<file path="config.mk">
export PLATFORM = sky130hd
export DESIGN_NAME = rx_gather_seq
export DESIGN_NICKNAME = d
export VERILOG_FILES = /design/src/rtl/rxs_pkg.sv /design/src/rtl/rxs_seq.sv /design/src/rtl/rxs_fifo.sv /design/src/rtl/rxs_spill.sv /design/src/rtl/rx_gather_seq.sv
export SDC_FILE = /design/constraint.sdc
export NUM_CORES = 1
export LEC_CHECK = 0
export BUFFER_PORTS_ARGS = -buffer_cell sky130_fd_sc_hd__buf_2
export CORE_MARGIN = 3
export CORE_UTILIZATION = 30
export DETAILED_ROUTE_END_ITERATION = 7
export PLACE_DENSITY_LB_ADDON = 0.2
export SLEW_MARGIN = 20
export SYNTH_ARGS = -nofsm -noshare
export SYNTH_HDL_FRONTEND = slang
export SYNTH_SLANG_ARGS = --single-unit
</file>
<file path="constraint.sdc">
create_clock -name clk -period 9.55 [get_ports clk]
set_input_delay 1.91 -clock clk [delete_from_list [all_inputs] [get_ports clk]]
set_output_delay 1.91 -clock clk [all_outputs]
set_load 0.01 [all_outputs]
</file>
<file path="src/rtl/rxs_pkg.sv">
`timescale 1ns/1ps
package rxs_pkg;
  // Map a position in the read sequence to a channel index (c = 2*link + side).
  function automatic int pos2chan(input int k, input int nl, input logic tdm, input logic pair);
    if (tdm || pair) return k;
    if (k < nl) return 2 * k;
    return 2 * (k - nl) + 1;
  endfunction
endpackage

</file>
<file path="src/rtl/rxs_seq.sv">
`timescale 1ns/1ps
module rxs_seq #(
  parameter int NUM_LINKS = 2,
  localparam int NCH = 2 * NUM_LINKS,
  localparam int PW  = $clog2(NCH)
) (
  input  logic           clk,
  input  logic           rst,
  input  logic           en,
  input  logic           tdm_mode,
  input  logic           pair_order,
  input  logic [NCH-1:0] chan_en,
  input  logic           step,
  output logic [PW-1:0]  cur_chan
);
  import rxs_pkg::*;

  logic [NCH-1:0]  en_pos;
  logic [PW-1:0]   pos_q, first_pos, next_pos;
  logic [NCH+2:0]  cfg_q, cfg_now;
  logic            restart;

  // Enable bit of each sequence position
  always_comb begin
    for (int k = 0; k < NCH; k++)
      en_pos[k] = chan_en[PW'(pos2chan(k, NUM_LINKS, tdm_mode, pair_order))];
  end

  // First enabled position and next enabled position after the current one
  always_comb begin
    first_pos = '0;
    for (int k = NCH - 1; k >= 0; k--)
      if (en_pos[k]) first_pos = PW'(k);
    next_pos = pos_q;
    for (int off = NCH - 1; off >= 1; off--)
      if (en_pos[PW'((int'(pos_q) + off) % NCH)])
        next_pos = PW'((int'(pos_q) + off) % NCH);
  end

  assign cfg_now = {en, tdm_mode, pair_order, chan_en};
  assign restart = (cfg_now != cfg_q);

  always_ff @(posedge clk) begin
    if (rst) begin
      cfg_q <= '0;
      pos_q <= '0;
    end else begin
      cfg_q <= cfg_now;
      if (restart)   pos_q <= first_pos;
      else if (step) pos_q <= next_pos;
    end
  end

  assign cur_chan = PW'(pos2chan(int'(pos_q), NUM_LINKS, tdm_mode, pair_order));
endmodule

</file>
<file path="src/rtl/rxs_fifo.sv">
`timescale 1ns/1ps
module rxs_fifo #(
  parameter int W     = 8,
  parameter int DEPTH = 8,
  localparam int AW = (DEPTH > 1) ? $clog2(DEPTH) : 1,
  localparam int CW = $clog2(DEPTH + 1)
) (
  input  logic         clk,
  input  logic         rst,
  input  logic         wr,
  input  logic [W-1:0] wd,
  input  logic         rd,
  output logic [W-1:0] q,
  output logic         full,
  output logic         empty
);
  logic [W-1:0]  mem [DEPTH];
  logic [AW-1:0] wp, rp;
  logic [CW-1:0] cnt;
  logic          do_wr, do_rd;

  assign full  = (cnt == CW'(DEPTH));
  assign empty = (cnt == '0);
  assign do_wr = wr && !full;
  assign do_rd = rd && !empty;

  // Storage and registered read port, no reset: maps onto block RAM
  always_ff @(posedge clk) begin
    if (do_wr) mem[wp] <= wd;
    if (do_rd) q <= mem[rp];
  end

  always_ff @(posedge clk) begin
    if (rst) begin
      wp  <= '0;
      rp  <= '0;
      cnt <= '0;
    end else begin
      if (do_wr) wp <= (wp == AW'(DEPTH - 1)) ? '0 : wp + 1'b1;
      if (do_rd) rp <= (rp == AW'(DEPTH - 1)) ? '0 : rp + 1'b1;
      case ({do_wr, do_rd})
        2'b10:   cnt <= cnt + 1'b1;
        2'b01:   cnt <= cnt - 1'b1;
        default: cnt <= cnt;
      endcase
    end
  end
endmodule

</file>
<file path="src/rtl/rxs_spill.sv">
`timescale 1ns/1ps
module rxs_spill #(
  parameter int W     = 8,
  parameter int SLOTS = 4,
  localparam int AW = (SLOTS > 1) ? $clog2(SLOTS) : 1,
  localparam int CW = $clog2(SLOTS + 1)
) (
  input  logic         clk,
  input  logic         rst,
  input  logic         push,
  input  logic [W-1:0] pd,
  input  logic         pop,
  output logic [W-1:0] head,
  output logic         full,
  output logic         empty
);
  logic [W-1:0]  slot [SLOTS];
  logic [AW-1:0] wp, rp;
  logic [CW-1:0] cnt;
  logic          do_push, do_pop;

  assign full    = (cnt == CW'(SLOTS));
  assign empty   = (cnt == '0);
  assign do_push = push && !full;
  assign do_pop  = pop && !empty;
  assign head    = slot[rp];

  always_ff @(posedge clk) begin
    if (do_push) slot[wp] <= pd;
  end

  always_ff @(posedge clk) begin
    if (rst) begin
      wp  <= '0;
      rp  <= '0;
      cnt <= '0;
    end else begin
      if (do_push) wp <= (wp == AW'(SLOTS - 1)) ? '0 : wp + 1'b1;
      if (do_pop)  rp <= (rp == AW'(SLOTS - 1)) ? '0 : rp + 1'b1;
      case ({do_push, do_pop})
        2'b10:   cnt <= cnt + 1'b1;
        2'b01:   cnt <= cnt - 1'b1;
        default: cnt <= cnt;
      endcase
    end
  end
endmodule

</file>
<file path="src/rtl/rx_gather_seq.sv">
`timescale 1ns/1ps
module rx_gather_seq #(
  parameter int NUM_LINKS  = 2,
  parameter int DATA_W     = 24,
  parameter int BUS_W      = 32,
  parameter int FIFO_DEPTH = 8,
  parameter int HOLD_SLOTS = 4,
  localparam int NCH  = 2 * NUM_LINKS,
  localparam int CH_W = $clog2(NCH),
  localparam int EW   = CH_W + DATA_W
) (
  input  logic                  clk,
  input  logic                  rst,
  input  logic                  en,
  input  logic                  tdm_mode,
  input  logic                  pair_order,
  input  logic                  fifo_en,
  input  logic [NCH-1:0]        chan_en,
  input  logic [NCH-1:0]        in_vld,
  input  logic [NCH*DATA_W-1:0] in_data,
  input  logic                  rd_en,
  output logic [BUS_W-1:0]      rd_data,
  output logic [CH_W-1:0]       rd_chan,
  output logic                  rd_vld,
  input  logic                  stat_rd,
  output logic [NCH-1:0]        rdy_flags,
  output logic [NCH-1:0]        ovr_flags
);
  // Accepted arrival, encoded
  logic [NCH-1:0]    acc;
  logic              arr;
  logic [CH_W-1:0]   arr_c;
  logic [DATA_W-1:0] arr_d;

  assign acc = in_vld & chan_en & {NCH{en}};
  assign arr = |acc;

  always_comb begin
    arr_c = '0;
    arr_d = '0;
    for (int c = NCH - 1; c >= 0; c--)
      if (acc[c]) begin
        arr_c = CH_W'(c);
        arr_d = in_data[c*DATA_W +: DATA_W];
      end
  end

  // Sequence pointer for the per-channel holding mode
  logic [CH_W-1:0] cur_chan;
  logic            seq_step;
  assign seq_step = rd_en && !fifo_en;

  rxs_seq #(.NUM_LINKS(NUM_LINKS)) u_seq (
    .clk(clk), .rst(rst), .en(en), .tdm_mode(tdm_mode),
    .pair_order(pair_order), .chan_en(chan_en),
    .step(seq_step), .cur_chan(cur_chan)
  );

  // Queue path: spill bank in front of the memory, order preserved
  logic          f_full, f_empty, s_full, s_empty;
  logic          move, direct, to_spill, drop, fifo_rd, fifo_wr;
  logic [EW-1:0] s_head, f_wd, f_q;

  assign move     = fifo_en && !s_empty && !f_full;
  assign direct   = fifo_en && arr && s_empty && !f_full;
  assign to_spill = fifo_en && arr && !direct && !s_full;
  assign drop     = fifo_en && arr && !direct && s_full;
  assign fifo_wr  = move || direct;
  assign f_wd     = move ? s_head : {arr_c, arr_d};
  assign fifo_rd  = fifo_en && rd_en && !f_empty;

  rxs_spill #(.W(EW), .SLOTS(HOLD_SLOTS)) u_spill (
    .clk(clk), .rst(rst), .push(to_spill), .pd({arr_c, arr_d}),
    .pop(move), .head(s_head), .full(s_full), .empty(s_empty)
  );

  rxs_fifo #(.W(EW), .DEPTH(FIFO_DEPTH)) u_fifo (
    .clk(clk), .rst(rst), .wr(fifo_wr), .wd(f_wd), .rd(fifo_rd),
    .q(f_q), .full(f_full), .empty(f_empty)
  );

  logic [CH_W-1:0]   q_tag;
  logic [DATA_W-1:0] q_dat;
  assign q_tag = f_q[EW-1:DATA_W];
  assign q_dat = f_q[DATA_W-1:0];

  // Per-channel holding registers
  logic [DATA_W-1:0] hold [NCH];

  for (genvar g = 0; g < NCH; g++) begin : g_hold
    always_ff @(posedge clk) begin
      if (rst)
        hold[g] <= '0;
      else if (!fifo_en && acc[g] && !rdy_flags[g])
        hold[g] <= in_data[g*DATA_W +: DATA_W];
    end
  end

  // Read answer registers
  logic [DATA_W-1:0] hold_out;
  logic [CH_W-1:0]   chan_out;
  logic              sel_fifo_d, pop_d;

  always_ff @(posedge clk) begin
    if (rst) begin
      hold_out   <= '0;
      chan_out   <= '0;
      sel_fifo_d <= 1'b0;
      pop_d      <= 1'b0;
      rd_vld     <= 1'b0;
    end else begin
      rd_vld <= rd_en;
      pop_d  <= fifo_rd;
      if (rd_en) sel_fifo_d <= fifo_en;
      if (seq_step) begin
        hold_out <= hold[cur_chan];
        chan_out <= cur_chan;
      end
    end
  end

  always_comb begin
    if (sel_fifo_d) begin
      rd_data = pop_d ? BUS_W'(q_dat) : '0;
      rd_chan = pop_d ? q_tag : '0;
    end else begin
      rd_data = BUS_W'(hold_out);
      rd_chan = chan_out;
    end
  end

  // Ready and overrun flags; a set wins over a clear
  for (genvar g = 0; g < NCH; g++) begin : g_flag
    logic set_r, clr_r, set_o;
    assign set_r = acc[g] && (fifo_en ? (direct || to_spill) : !rdy_flags[g]);
    assign clr_r = (!fifo_en && seq_step && (cur_chan == CH_W'(g))) ||
                   (pop_d && (q_tag == CH_W'(g)));
    assign set_o = acc[g] && (fifo_en ? drop : rdy_flags[g]);

    always_ff @(posedge clk) begin
      if (rst) begin
        rdy_flags[g] <= 1'b0;
        ovr_flags[g] <= 1'b0;
      end else begin
        if (set_r)      rdy_flags[g] <= 1'b1;
        else if (clr_r) rdy_flags[g] <= 1'b0;
        if (set_o)        ovr_flags[g] <= 1'b1;
        else if (stat_rd) ovr_flags[g] <= 1'b0;
      end
    end
  end
endmodule

</file>
# == Word level (Yosys, flattened, before mapping) ==
# Memories as Yosys holds them, arrays and structs flattened. A register that Yosys moved wholly into a read port is not among the register bits.
# Index checks and enable logic that the tools add are counted.
# word_totals
ff_bits,39
latch_bits,0
ramBits,408
romBits,0
inputBits,112
out_inout_bits,43
mem_count,3
# op_classes
n_addsub,13
mul,0
n_div,0
order_cmp,8
n_eq_ne,17
shift,0
mux,111
n_bitwise,6
n_reduce_logical,75
# mem_list
memory,depth,width,read_ports,rd_clocked_by_memory_dff,wr,line,source
u_fifo.mem,8,26,1,1,1,rxs_fifo.sv:17,logic [W-1:0] mem [DEPTH];
u_spill.slot,4,26,1,1,1,rxs_spill.sv:17,logic [W-1:0] slot [SLOTS];
hold,4,24,1,1,4,rx_gather_seq.sv:88,logic [DATA_W-1:0] hold [NCH];
# op_table
operator,n
$mux W24,10
$mux W1,60
$mux W2,29
$logic_and A1 B1 Y1,40
$lt A2 B4 Y1 const B,7
$mux W26,1
$reduce_bool A2 Y1,11
$eq A2 B2 Y1 const B,8
$bmux W1 S2,7
$logic_not A1 Y1,10
$add A3 B1 Y3 const B,3
$eq A3 B3 Y1 const B,3
$and A4 B4 Y4,2
$eq A2 B1 Y1 const B,4
$pmux W4 S2,1
$logic_or A1 B1 Y1,7
$ne A7 B7 Y1,1
$add A2 B1 Y2 const B,3
$add A2 B2 Y2 const B,3
$mux W3,2
$pmux W3 S2,1
$add A4 B1 Y4 const B,1
$eq A4 B4 Y1 const B,1
$logic_not A2 Y1,2
other kinds (10),13

# == Logic depth before layout (Yosys ltp) ==
# Gate-level depths: netlist (run 1).
# depth
word_depth,16
depth_mapped,13

# == Cells and area by module ==
# From an unflattened synthesis (run 1), not the netlist that was laid out.
# hier_totals
cells_unflattened,1382
area_unflattened_um2,21495.6
# modules_own_cells
mod,instances,cells_per_inst,area_each_um2,seq_area_each_um2
rxs_fifo,1,402,9205.1,7226.9
rx_gather_seq,1,722,7450.9,3623.5
rxs_spill,1,190,4249.1,3303.2
rxs_seq,1,68,590.6,180.2

# == Worst setup path after synthesis (run 1) ==
# OpenSTA, ideal clock, no wires.
# synth_path
path_kind,input-to-reg
startpoint,input port chan_en[0]
endpoint,"memory u_fifo.mem[2][0] (netlist name), enable pin"
setup_ns,0.447
arrival_time_ns,4.876
required_time_ns,9.103
setup_slack_ns,4.227
cell_stages,7
path_cell_list,buf_2 > and3_1 > buf_2 > a211oi_2 > a21oi_2 > nand2b_1 > nor3b_1
# synth_via
elab_chain_len,10
# synth_rtl
element,line,source
"start, declared",rx_gather_seq.sv:18,"input logic [NCH-1:0] chan_en,"
$and A4 B4 Y4 (2 in a row),rx_gather_seq.sv:35,assign acc = in_vld & chan_en & {NCH{en}};
$reduce_or A4 Y1,rx_gather_seq.sv:36,assign arr = |acc;
$logic_and A1 B1 Y1 (3 in a row),rx_gather_seq.sv:65,assign direct = fifo_en && arr && s_empty && !f_full;
$logic_or A1 B1 Y1,rx_gather_seq.sv:68,assign fifo_wr = move || direct;
$logic_and A1 B1 Y1,rxs_fifo.sv:24,assign do_wr = wr && !full;
$mux W1,rxs_fifo.sv:29,if (do_wr) mem[wp] <= wd;
$mux W1 (implied by the code),rxs_fifo.sv:29,
"end, declared",rxs_fifo.sv:17,
# Every way passes these cells.

# == Worst setup path in the final report (run 1) ==
# layout_path
startpoint,register sel_fifo_d
endpoint,output port rd_data[1]
# layout_via
elab_chain_len,1
# layout_rtl
element,line,source
"start, declared",rx_gather_seq.sv:102,"logic sel_fifo_d, pop_d;"
"start signal, assigned",rx_gather_seq.sv:114,if (rd_en) sel_fifo_d <= fifo_en;
$mux W24,rx_gather_seq.sv:123,if (sel_fifo_d) begin
"end, declared",rx_gather_seq.sv:22,"output logic [BUS_W-1:0] rd_data,"
# Every way passes these cells.

==> impl_metrics.yaml, run 1 <==
power_and_ir_drop:
  p_per_area_nw_per_um2: 192
  ir_drop_uv: 96.4
  leakage_nw: 8.43
critical_path:
  cp-endpoint: "rd_data[1]"
  cpPeakStageDelay_ps: 850
  rr_startpoint: "u_fifo.cnt[0]$_SDFFE_PP0P_"
  crit_start: "sel_fifo_d$_SDFFE_PP0P_"
  critPathSlowestCell: "and2_1"
  critPathMaxFanout: 31
  start_kind: "register"
  critPathBufInv: 1
  reg2reg_slack_ps: 6660
  crit_path_cell_trace: "and2_1, nand2_1, o21ai_0, buf_2"
  critical_path_class: "register to primary output"
  cp.depth: 4
  r2r_cells: 9
  r2r_end: "u_fifo.cnt[2]$_SDFFE_PP0P_"
  cp-end-kind: "primary output"
  cp_top_family: "simple AND/OR/NAND/NOR gates"
  worstPathArrival_ps: 2800
  cp_data_required_time_ps: 7640
layout:
  fin_cells: 2467
  final_cell_mix: "edfxtp_1 (434), buf_2 (146), and2_1 (102), mux4_2 (102), nand2_1 (90)"
  layout.nets: 1616
  drive_gt1_share_pct: 28.2
  area_growth_syn_to_layout_pct: 16.2
  final_common_cell: "edfxtp_1"
  diodes: 0
timing:
  hold_viol: 0
  rsz0062_at_grt: "no"
  clock_skew_ps: 15.8
  finalCritPeriodShare_pct: 49.3
  setup_violations: 0
  clock.fmax_mhz: 212
  fin_tns_setup_ps: 0
  slew_viol_final: 0
  max_slew_margin_pct: 31.4
  finalCriticalPeriod_ps: 4710
  worstMarginPinSlew_ps: 1030
route:
  drc: 0
  wl_per_cell_um: 22.3
  drtIter0Drc: 867
  num_vias: 12152
  first_pass_iters: 5
  via_per_inst: 4.93
  ant_nets: 0
  wirelength_um: 55100
outcome:
  outcome: "finished, final reports clean"
global_routing:
  grt_pass1_wl_um: 81800
  antenna_found_initial: 2
  grt_pass1_vias: 12577
  track_usage_pct: 14.7
  grt_max_degree: 71
  grt_remaining_overflow: 0
clock_tree:
  ctsLongestPathBuffers: 3
  cts_resized: 0
  cts_tree: "done"
  cts_buffers: 52
  clk-insertion-delay-late_ps: 580
  postCtsSetupBuffers: 0
  ctsHtreeMaxLevel: 2
  clk_pin_slew_ps: 60
  ctsRootBufferMaster: "clkbuf_16"
  holdBufCountCts: 0
  clock_sinks: 499
synth:
  synth_seq_cells: 499
  synthArstFlopShare_pct: 0
  synth_top_cell_area_share_pct: 61.2
  synth_edf_count: 434
  ys_warn_count: 0
  netlist_top_cells_area: "edfxtp_1 (61%), mux4_2 (11%), dfxtp_1 (6.1%), and2_1 (3.0%), nand2_1 (1.6%)"
  synth_cell_type_count: 67
  syn-cell-area_um2: 21300
  ys.flop_type: "edfxtp_1"
  syn_area_per_cell_um2: 15.8
  yosysTopAreaCell: "edfxtp_1"
  yosysSeqAreaShare_pct: 67.3
  synthCells: 1348
floorplanning:
  die_y_um: 273
  ioPinCount: 155
  die_area_um2: 74300
  rows: 97
  core_area_um2: 70100
  die_w_um: 273
  initial_utilization_pct: 30.4
placement:
  dp_hpwl_um: 35600
  place_congestion: 0.813
  dp.cells: 2374
  port_buffers: 146
flow_run:
  drv_cap: 0
min_path:
  hold_path_class: "register to register"
## metrics by stage
step | total power (W) | hold slack, ps | setup WS [ps] | instance area (um2) | util [%]
global placement | 0.00287 | 452 | 4560 | 23100 | 33.0
detailed placement | 0.00288 | 452 | 4490 | 23100 | 33.0
floorplan | 0.00273 | 436 | 4230 | 21300 | -
global route | 0.00495 | 480 | 4640 | 24800 | 35.3
finish | 0.00476 | 460 | 4840 | 24800 | 35.3
CTS | 0.00483 | 461 | 4460 | 24700 | 35.3
## tightest hold or removal path, stage by stage, from the launching register on
cell,delay (ps)
dfxtp_1,310
nand2_1,50
a21oi_1,50
## sequential cells by signal, summed over array words and instances (netlist names), named ones only
name,count
chan_out,2
u_fifo.rp,3
u_fifo.wp,3
u_spill.cnt,3
rdy_flags,4
ovr_flags,4
sel_fifo_d,1
u_seq.pos_q,2
u_fifo.mem,208
hold_out,24
u_fifo.cnt,4
u_seq.cfg_q,7
u_spill.wp,2
hold,96
pop_d,1
u_spill.rp,2
u_spill.slot,104
rd_vld,1
u_fifo.q,26
## cell usage after synthesis, types with 4 or more instances
| master | number |
|---|---|
| edfxtp_1 | 434 |
| and2_1 | 102 |
| mux4_2 | 102 |
| nand2_1 | 90 |
| dfxtp_1 | 65 |
| nor2_1 | 61 |
| clkbuf_1 | 54 |
| a21oi_1 | 46 |
| inv_1 | 39 |
| o21ai_0 | 38 |
| a32oi_1 | 27 |
| mux2_2 | 26 |
| a211oi_1 | 24 |
| a21o_1 | 24 |
| buf_2 | 23 |
| mux2_4 | 17 |
| ha_1 | 15 |
| buf_4 | 11 |
| nand3_1 | 10 |
| mux2_1 | 8 |
| nand2b_1 | 8 |
| nor3b_1 | 8 |
| xor2_1 | 8 |
| buf_6 | 7 |
| mux2i_1 | 7 |
| nor4_1 | 7 |
| o21ai_1 | 7 |
| nor3_1 | 6 |
| nor2b_1 | 5 |
| and3_1 | 4 |
| buf_1 | 4 |
| o31ai_1 | 4 |
| or3_1 | 4 |
| xnor2_1 | 4 |
## metal layers
metal / track usage (%) / part of all wire, %
met5: 0 / 0
met4: 5.11 / 3.1
met3: 1.93 / 3.8
met2: 24.6 / 49
met1: 19.7 / 44
## report_power, final
group | switching [W] | internal [W]
clock | 0.000820 | 0.00112
combinational | 0.000211 | 0.000139
sequential | 0.0000330 | 0.00244
total | 0.00106 | 0.00370
## cells by family (layout without fill, tap and decap cells)
group                      Yosys count  count (layout)  synth area share, %
DFF                                499             499                 67.3
and+or+nand+nor                    321             321                 7.74
AOI/OAI and AO/OA                  195             195                 6.11
muxes                              162             162                 14.3
buffers and inverters              142             314                 3.10
adders and majority gates           16              16                0.975
xor gates and xnor gates            12              12                0.493
other                                1               8               0.0176
## final cells by class
type | instances | area (um2)
clock inverters | 26 | 193
multi-input cells | 714 | 6490
repair buffers | 178 | 971
fillers | 6822 | 45400
clock buffers | 67 | 1420
inverters | 43 | 166
well taps | 940 | 1180
flip-flops and latches | 499 | 14300
## worst min-delay path by stage
stage / from / endpoint / slack (ps) / cells past startpoint
after floorplan: hold_out[0]$_SDFFE_PP0P_ / hold_out[0]$_SDFFE_PP0P_ / 440 / 2
after global placement: hold_out[22]$_SDFFE_PP0P_ / hold_out[22]$_SDFFE_PP0P_ / 450 / 2
after detailed placement: hold_out[18]$_SDFFE_PP0P_ / hold_out[18]$_SDFFE_PP0P_ / 450 / 2
after CTS: hold_out[18]$_SDFFE_PP0P_ / hold_out[18]$_SDFFE_PP0P_ / 460 / 2
after global routing: hold_out[23]$_SDFFE_PP0P_ / hold_out[23]$_SDFFE_PP0P_ / 480 / 2
final: hold_out[18]$_SDFFE_PP0P_ / hold_out[18]$_SDFFE_PP0P_ / 460 / 2
No activity file was read; power rests on OpenSTA's default activity.
==> run 2, diff against run 1 <==
- clock period: 9.55 -> 4.78 ns (I/O delays scaled with it)
==> run 2 against run 1 <==
  * Sequential share of layout area down 0.086 points
  * Critical path type unchanged
  * Highest routed layer unchanged
  * Die area unchanged
  * Clock power up 98%
  * Largest cell class unchanged
==> impl_metrics.yaml, run 2 (same netlist as run 1, synthesis figures left out) <==
layout:
  drive_gt1_share_pct: 28.2
  largest_registers: "u_fifo.mem (208), u_spill.slot (104), hold (96)"
  area_growth_syn_to_layout_pct: 16.3
  layout.nets: 1622
  final_cell_mix: "edfxtp_1 (434), buf_2 (146), and2_1 (102), mux4_2 (102), nand2_1 (90)"
  regMostFlops: "u_fifo.mem"
  largest_register_ffs: 208
  fin_cells: 2479
  final_common_cell: "edfxtp_1"
clock_tree:
  ctsLongestPathBuffers: 3
  postCtsSetupBuffers: 0
  cts_buffers: 51
  holdBufCountCts: 0
  cts_tree: "done"
  clk-insertion-delay-late_ps: 600
  ctsRootBufferMaster: "clkbuf_16"
  ctsHtreeMaxLevel: 2
  cts_resized: 0
  clock_sinks: 499
  clk_pin_slew_ps: 60
global_routing:
  grt_max_degree: 55
  grt_use_met3_pct: 1.87
  antenna_found_initial: 2
  use_met2_pct: 25.0
  grt_pass1_wl_um: 82600
  grt_use_met1_pct: 20.3
  track_usage_pct: 14.8
  grt_pass1_vias: 12829
  top_usage_layer: "met2"
  grt_remaining_overflow: 0
timing:
  worstMarginPinSlew_ps: 988
  clock.fmax_mhz: 282
  hold_viol: 0
  setup_violations: 0
  fin_tns_setup_ps: 0
  rsz0062_at_grt: "no"
  max_slew_margin_pct: 34.2
  finalCriticalPeriod_ps: 3540
  timing.hold.ws_ps: 457
  finalCritPeriodShare_pct: 74.1
  clock_skew_ps: 26.0
  slew_viol_final: 0
route:
  drtIter0Drc: 849
  wirelength_um: 55100
  via_per_inst: 4.89
  first_pass_iters: 5
  ant_nets: 0
  num_vias: 12131
  wl_per_cell_um: 22.2
  drc: 0
placement:
  dp_hpwl_um: 35800
  port_buffers: 146
  place_congestion: 0.812
  dp.cells: 2381
critical_path:
  worstPathArrival_ps: 2590
  start_kind: "register"
  critPathMaxFanout: 23
  cp-end-kind: "primary output"
  critical_path_class: "register to primary output"
  cp_data_required_time_ps: 3820
floorplanning:
  rows: 97
  ioPinCount: 155
  die_area_um2: 74300
  core_area_um2: 70100
  die_w_um: 273
  die_y_um: 273
  initial_utilization_pct: 30.4
flow_run:
  drv_cap: 0
outcome:
  outcome: "finished, final reports clean"
power_and_ir_drop:
  leakage_nw: 8.44
  p_per_area_nw_per_um2: 382
  ir_drop_uv: 223
min_path:
  hold_path_class: "register to register"
[run 2: worst max-delay path: stages, from the launching register on]
cell and delay, ps:
dfxtp_1 470, and2_1 820, nand2_1 110, o21ai_0 310, buf_2 260
[run 2: final timing paths]
kind                                    from                           to  slack [ps]  depth (start not counted)
setup reg to reg  u_fifo.cnt[1]$_SDFFE_PP0P_  u_spill.cnt[2]$_SDFFE_PP0P_        2000                         10
setup / recovery            pop_d$_SDFF_PP0_                   rd_data[2]        1240                          4
hold reg to reg     hold_out[9]$_SDFFE_PP0P_     hold_out[9]$_SDFFE_PP0P_         460                          2
hold / removal      hold_out[9]$_SDFFE_PP0P_     hold_out[9]$_SDFFE_PP0P_         460                          2
[run 2: through the flow]
step                      utilization, %  total power [W]  setup slack (ps)  instance area, um2
after floorplan                        -          0.00545               411               21300
after global placement              33.1          0.00573              1200               23200
after detailed placement            33.1          0.00574              1190               23200
after CTS                           35.3          0.00959              1220               24800
after global routing                35.3          0.00983              1090               24800
final                               35.3          0.00946              1240               24800
[run 2: per-layer routing]
metal / part of all wire [%] / vias to the layer above
met1: 45 / 6321
met2: 49 / 281
li1: - / 5453
met3: 3.7 / 76
met4: 1.9 / 0
met5: 0 / -
[run 2: area by class of cell]
cell class	instances	area [um2]
multi-input cells	714	6470
well taps	940	1180
clock buffers	71	1370
fillers	6803	45400
clock inverters	25	229
flip-flops and latches	499	14300
repair buffers	185	1020
inverters	43	166
diodes	2	5.00
[run 2: where the power goes]
group | total [W] | internal [W] | leakage [nW] | switching, W
registers | 0.00494 | 0.00488 | 4.62 | 0.0000664
logic | 0.000683 | 0.000280 | 3.05 | 0.000403
clock network | 0.00384 | 0.00217 | 0.774 | 0.00166
==> run 3, diff against run 2 <==
- ABC_AREA: default -> 1
- clock period: 4.78 -> 3.26 ns (I/O delays scaled with it)
==> run 3 against run 2 <==
  * Via count increased by 26%
  * Critical endpoint is now rd_data[23]
  * Cell count rose by 26%
  * Total power rose by 85%
  * Critical path type unchanged
  * Design area increased by 1.1%
  * Largest cell class unchanged
  * Global-route usage increased by 1.3 points
  * Synthesized area increased by 1.0%
  * Non-clock buffer count increased by 17
  * Synthesized cell count increased by 50%
  * Die area is 1.0% higher
==> impl_metrics.yaml, run 3 <==
outcome:
  outcome: "finished, final reports clean"
clock_tree:
  ctsLongestPathBuffers: 3
  clock_sinks: 499
  ctsHtreeMaxLevel: 2
  holdBufCountCts: 0
  clk-insertion-delay-late_ps: 600
  clk_pin_slew_ps: 60
  postCtsSetupBuffers: 0
  cts_buffers: 51
  cts_resized: 0
  ctsRootBufferMaster: "clkbuf_16"
  cts_tree: "done"
route:
  drtIter0Drc: 1008
  ant_nets: 0
  wirelength_um: 60500
  drc: 0
  num_vias: 15251
  via_per_inst: 4.87
  wl_per_cell_um: 19.3
  first_pass_iters: 4
placement:
  port_buffers: 146
  dp_hpwl_um: 37900
  dp.cells: 3036
  place_congestion: 0.815
synth:
  synth_top_cell_area_share_pct: 60.5
  syn-cell-area_um2: 21500
  yosysSeqAreaShare_pct: 66.6
  synthCells: 2016
  yosysMostFrequentCell: "edfxtp_1"
  syn_area_per_cell_um2: 10.7
  yosysTopAreaCell: "edfxtp_1"
  ys.flop_type: "edfxtp_1"
  synth_cell_type_count: 38
  synth.top_cells.by_count: "edfxtp_1 (434), nor2_1 (413), o21ai_0 (244)"
  synth_edf_count: 434
  synth_seq_cells: 499
  ys_warn_count: 0
  synthArstFlopShare_pct: 0
  netlist_top_cells_area: "edfxtp_1 (61%), nor2_1 (7.2%), dfxtp_1 (6.0%), o21ai_0 (5.7%), inv_1 (3.4%)"
timing:
  max_slew_margin_pct: 29.7
  finalCriticalPeriod_ps: 2940
  finalCritPeriodShare_pct: 90.2
  worstMarginPinSlew_ps: 1060
  hold_viol: 0
  rsz0062_at_grt: "no"
  clock_skew_ps: 15.5
  fin_tns_setup_ps: 0
  clock.fmax_mhz: 340
  setup_violations: 0
  slew_viol_final: 0
power_and_ir_drop:
  p_per_area_nw_per_um2: 698
  ir_drop_uv: 498
  leakage_nw: 9.50
floorplanning:
  die_w_um: 274
  die_area_um2: 75000
  rows: 97
  die_y_um: 274
  core_area_um2: 70500
  ioPinCount: 155
  initial_utilization_pct: 30.5
layout:
  regMostFlops: "u_fifo.mem"
  drive_gt1_share_pct: 15.6
  layout.nets: 2277
  final_common_cell: "edfxtp_1"
  nFillCells: 7043
  fin_cells: 3132
  final_cell_mix: "edfxtp_1 (434), nor2_1 (409), o21ai_0 (244)"
  area_growth_syn_to_layout_pct: 16.4
  largest_register_ffs: 208
  diodes: 0
  largest_registers: "u_fifo.mem (208), u_spill.slot (104), hold (96)"
global_routing:
  grt_pass1_vias: 15373
  grt_pass1_wl_um: 92500
  grt_max_degree: 107
  track_usage_pct: 16.1
  grt_remaining_overflow: 0
  antenna_found_initial: 0
critical_path:
  worstPathArrival_ps: 2290
  critical_path_class: "register to primary output"
  critPathMaxFanout: 52
  start_kind: "register"
  cp-end-kind: "primary output"
  cp_data_required_time_ps: 2610
flow_run:
  drv_cap: 0
min_path:
  hold_path_class: "input port to register"
## run 3: final timing paths
| path | from | end | slack (ps) | cells past startpoint |
|---|---|---|---|---|
| worst max-delay path | sel_fifo_d$_SDFFE_PP0P_ | rd_data[23] | 320 | 3 |
| worst min-delay path | tdm_mode | u_seq.cfg_q[5]$_SDFF_PP0_ | 330 | 3 |
| worst max register to register | u_fifo.cnt[1]$_SDFFE_PP0P_ | u_fifo.cnt[3]$_SDFFE_PP0P_ | 680 | 14 |
| worst min register to register | ovr_flags[0]$_SDFFE_PP0P_ | ovr_flags[0]$_SDFFE_PP0P_ | 470 | 2 |
## run 3: final cells by class
cell class	count	area, um2	share of cell area, %
clock buffers	64	1370	5.45
multi-input cells	1193	5940	23.7
repair buffers	202	1250	4.99
clock inverters	32	243	0.968
well taps	940	1180	4.69
inverters	202	758	3.02
flip-flops and latches	499	14300	57.2
## run 3: logic make-up (layout without fill, tap and decap cells)
group	count (synthesis)	in the layout	synth area share [%]
flops	499	499	66.6
buf+inv	331	500	6.32
xor+xnor	10	10	0.407
compound gates	512	512	13.7
other cells	1	8	0.0174
fa+ha+maj	16	16	0.965
simple gates	647	647	12.1
## run 3: layer usage
metal | part of all wire, % | track usage, %
met5 | 0 | 0
met4 | 2.4 | 4.72
met3 | 3.8 | 2.14
met1 | 45 | 21.2
met2 | 48 | 27.6
## run 3: worst max-delay path, cell delays in order (launching register included)
cell and delay [ps]:
dfxtp_2 1010, nand3_1 200, o21ai_0 240, buf_2 210
## run 3: where the power goes
part           internal [W]  total [W]  switching, W
logic              0.000981    0.00352       0.00254
registers           0.00804    0.00828      0.000248
clock network       0.00321    0.00570       0.00249
total                0.0122     0.0175       0.00528
## run 3: metrics by stage
| step | utilization [%] | hold slack (ps) | cell area, um2 | setup slack [ps] | total power [W] |
|---|---|---|---|---|---|
| finish | 35.6 | 328 | 25100 | 320 | 0.0175 |
| detailed placement | 33.3 | 465 | 23500 | 214 | 0.0120 |
| CTS | 35.6 | 293 | 25100 | 291 | 0.0177 |
| floorplan | - | 442 | 21600 | -448 | 0.0106 |
| global route | 35.6 | 313 | 25100 | 247 | 0.0184 |
| global placement | 33.3 | 455 | 23500 | 116 | 0.0119 |
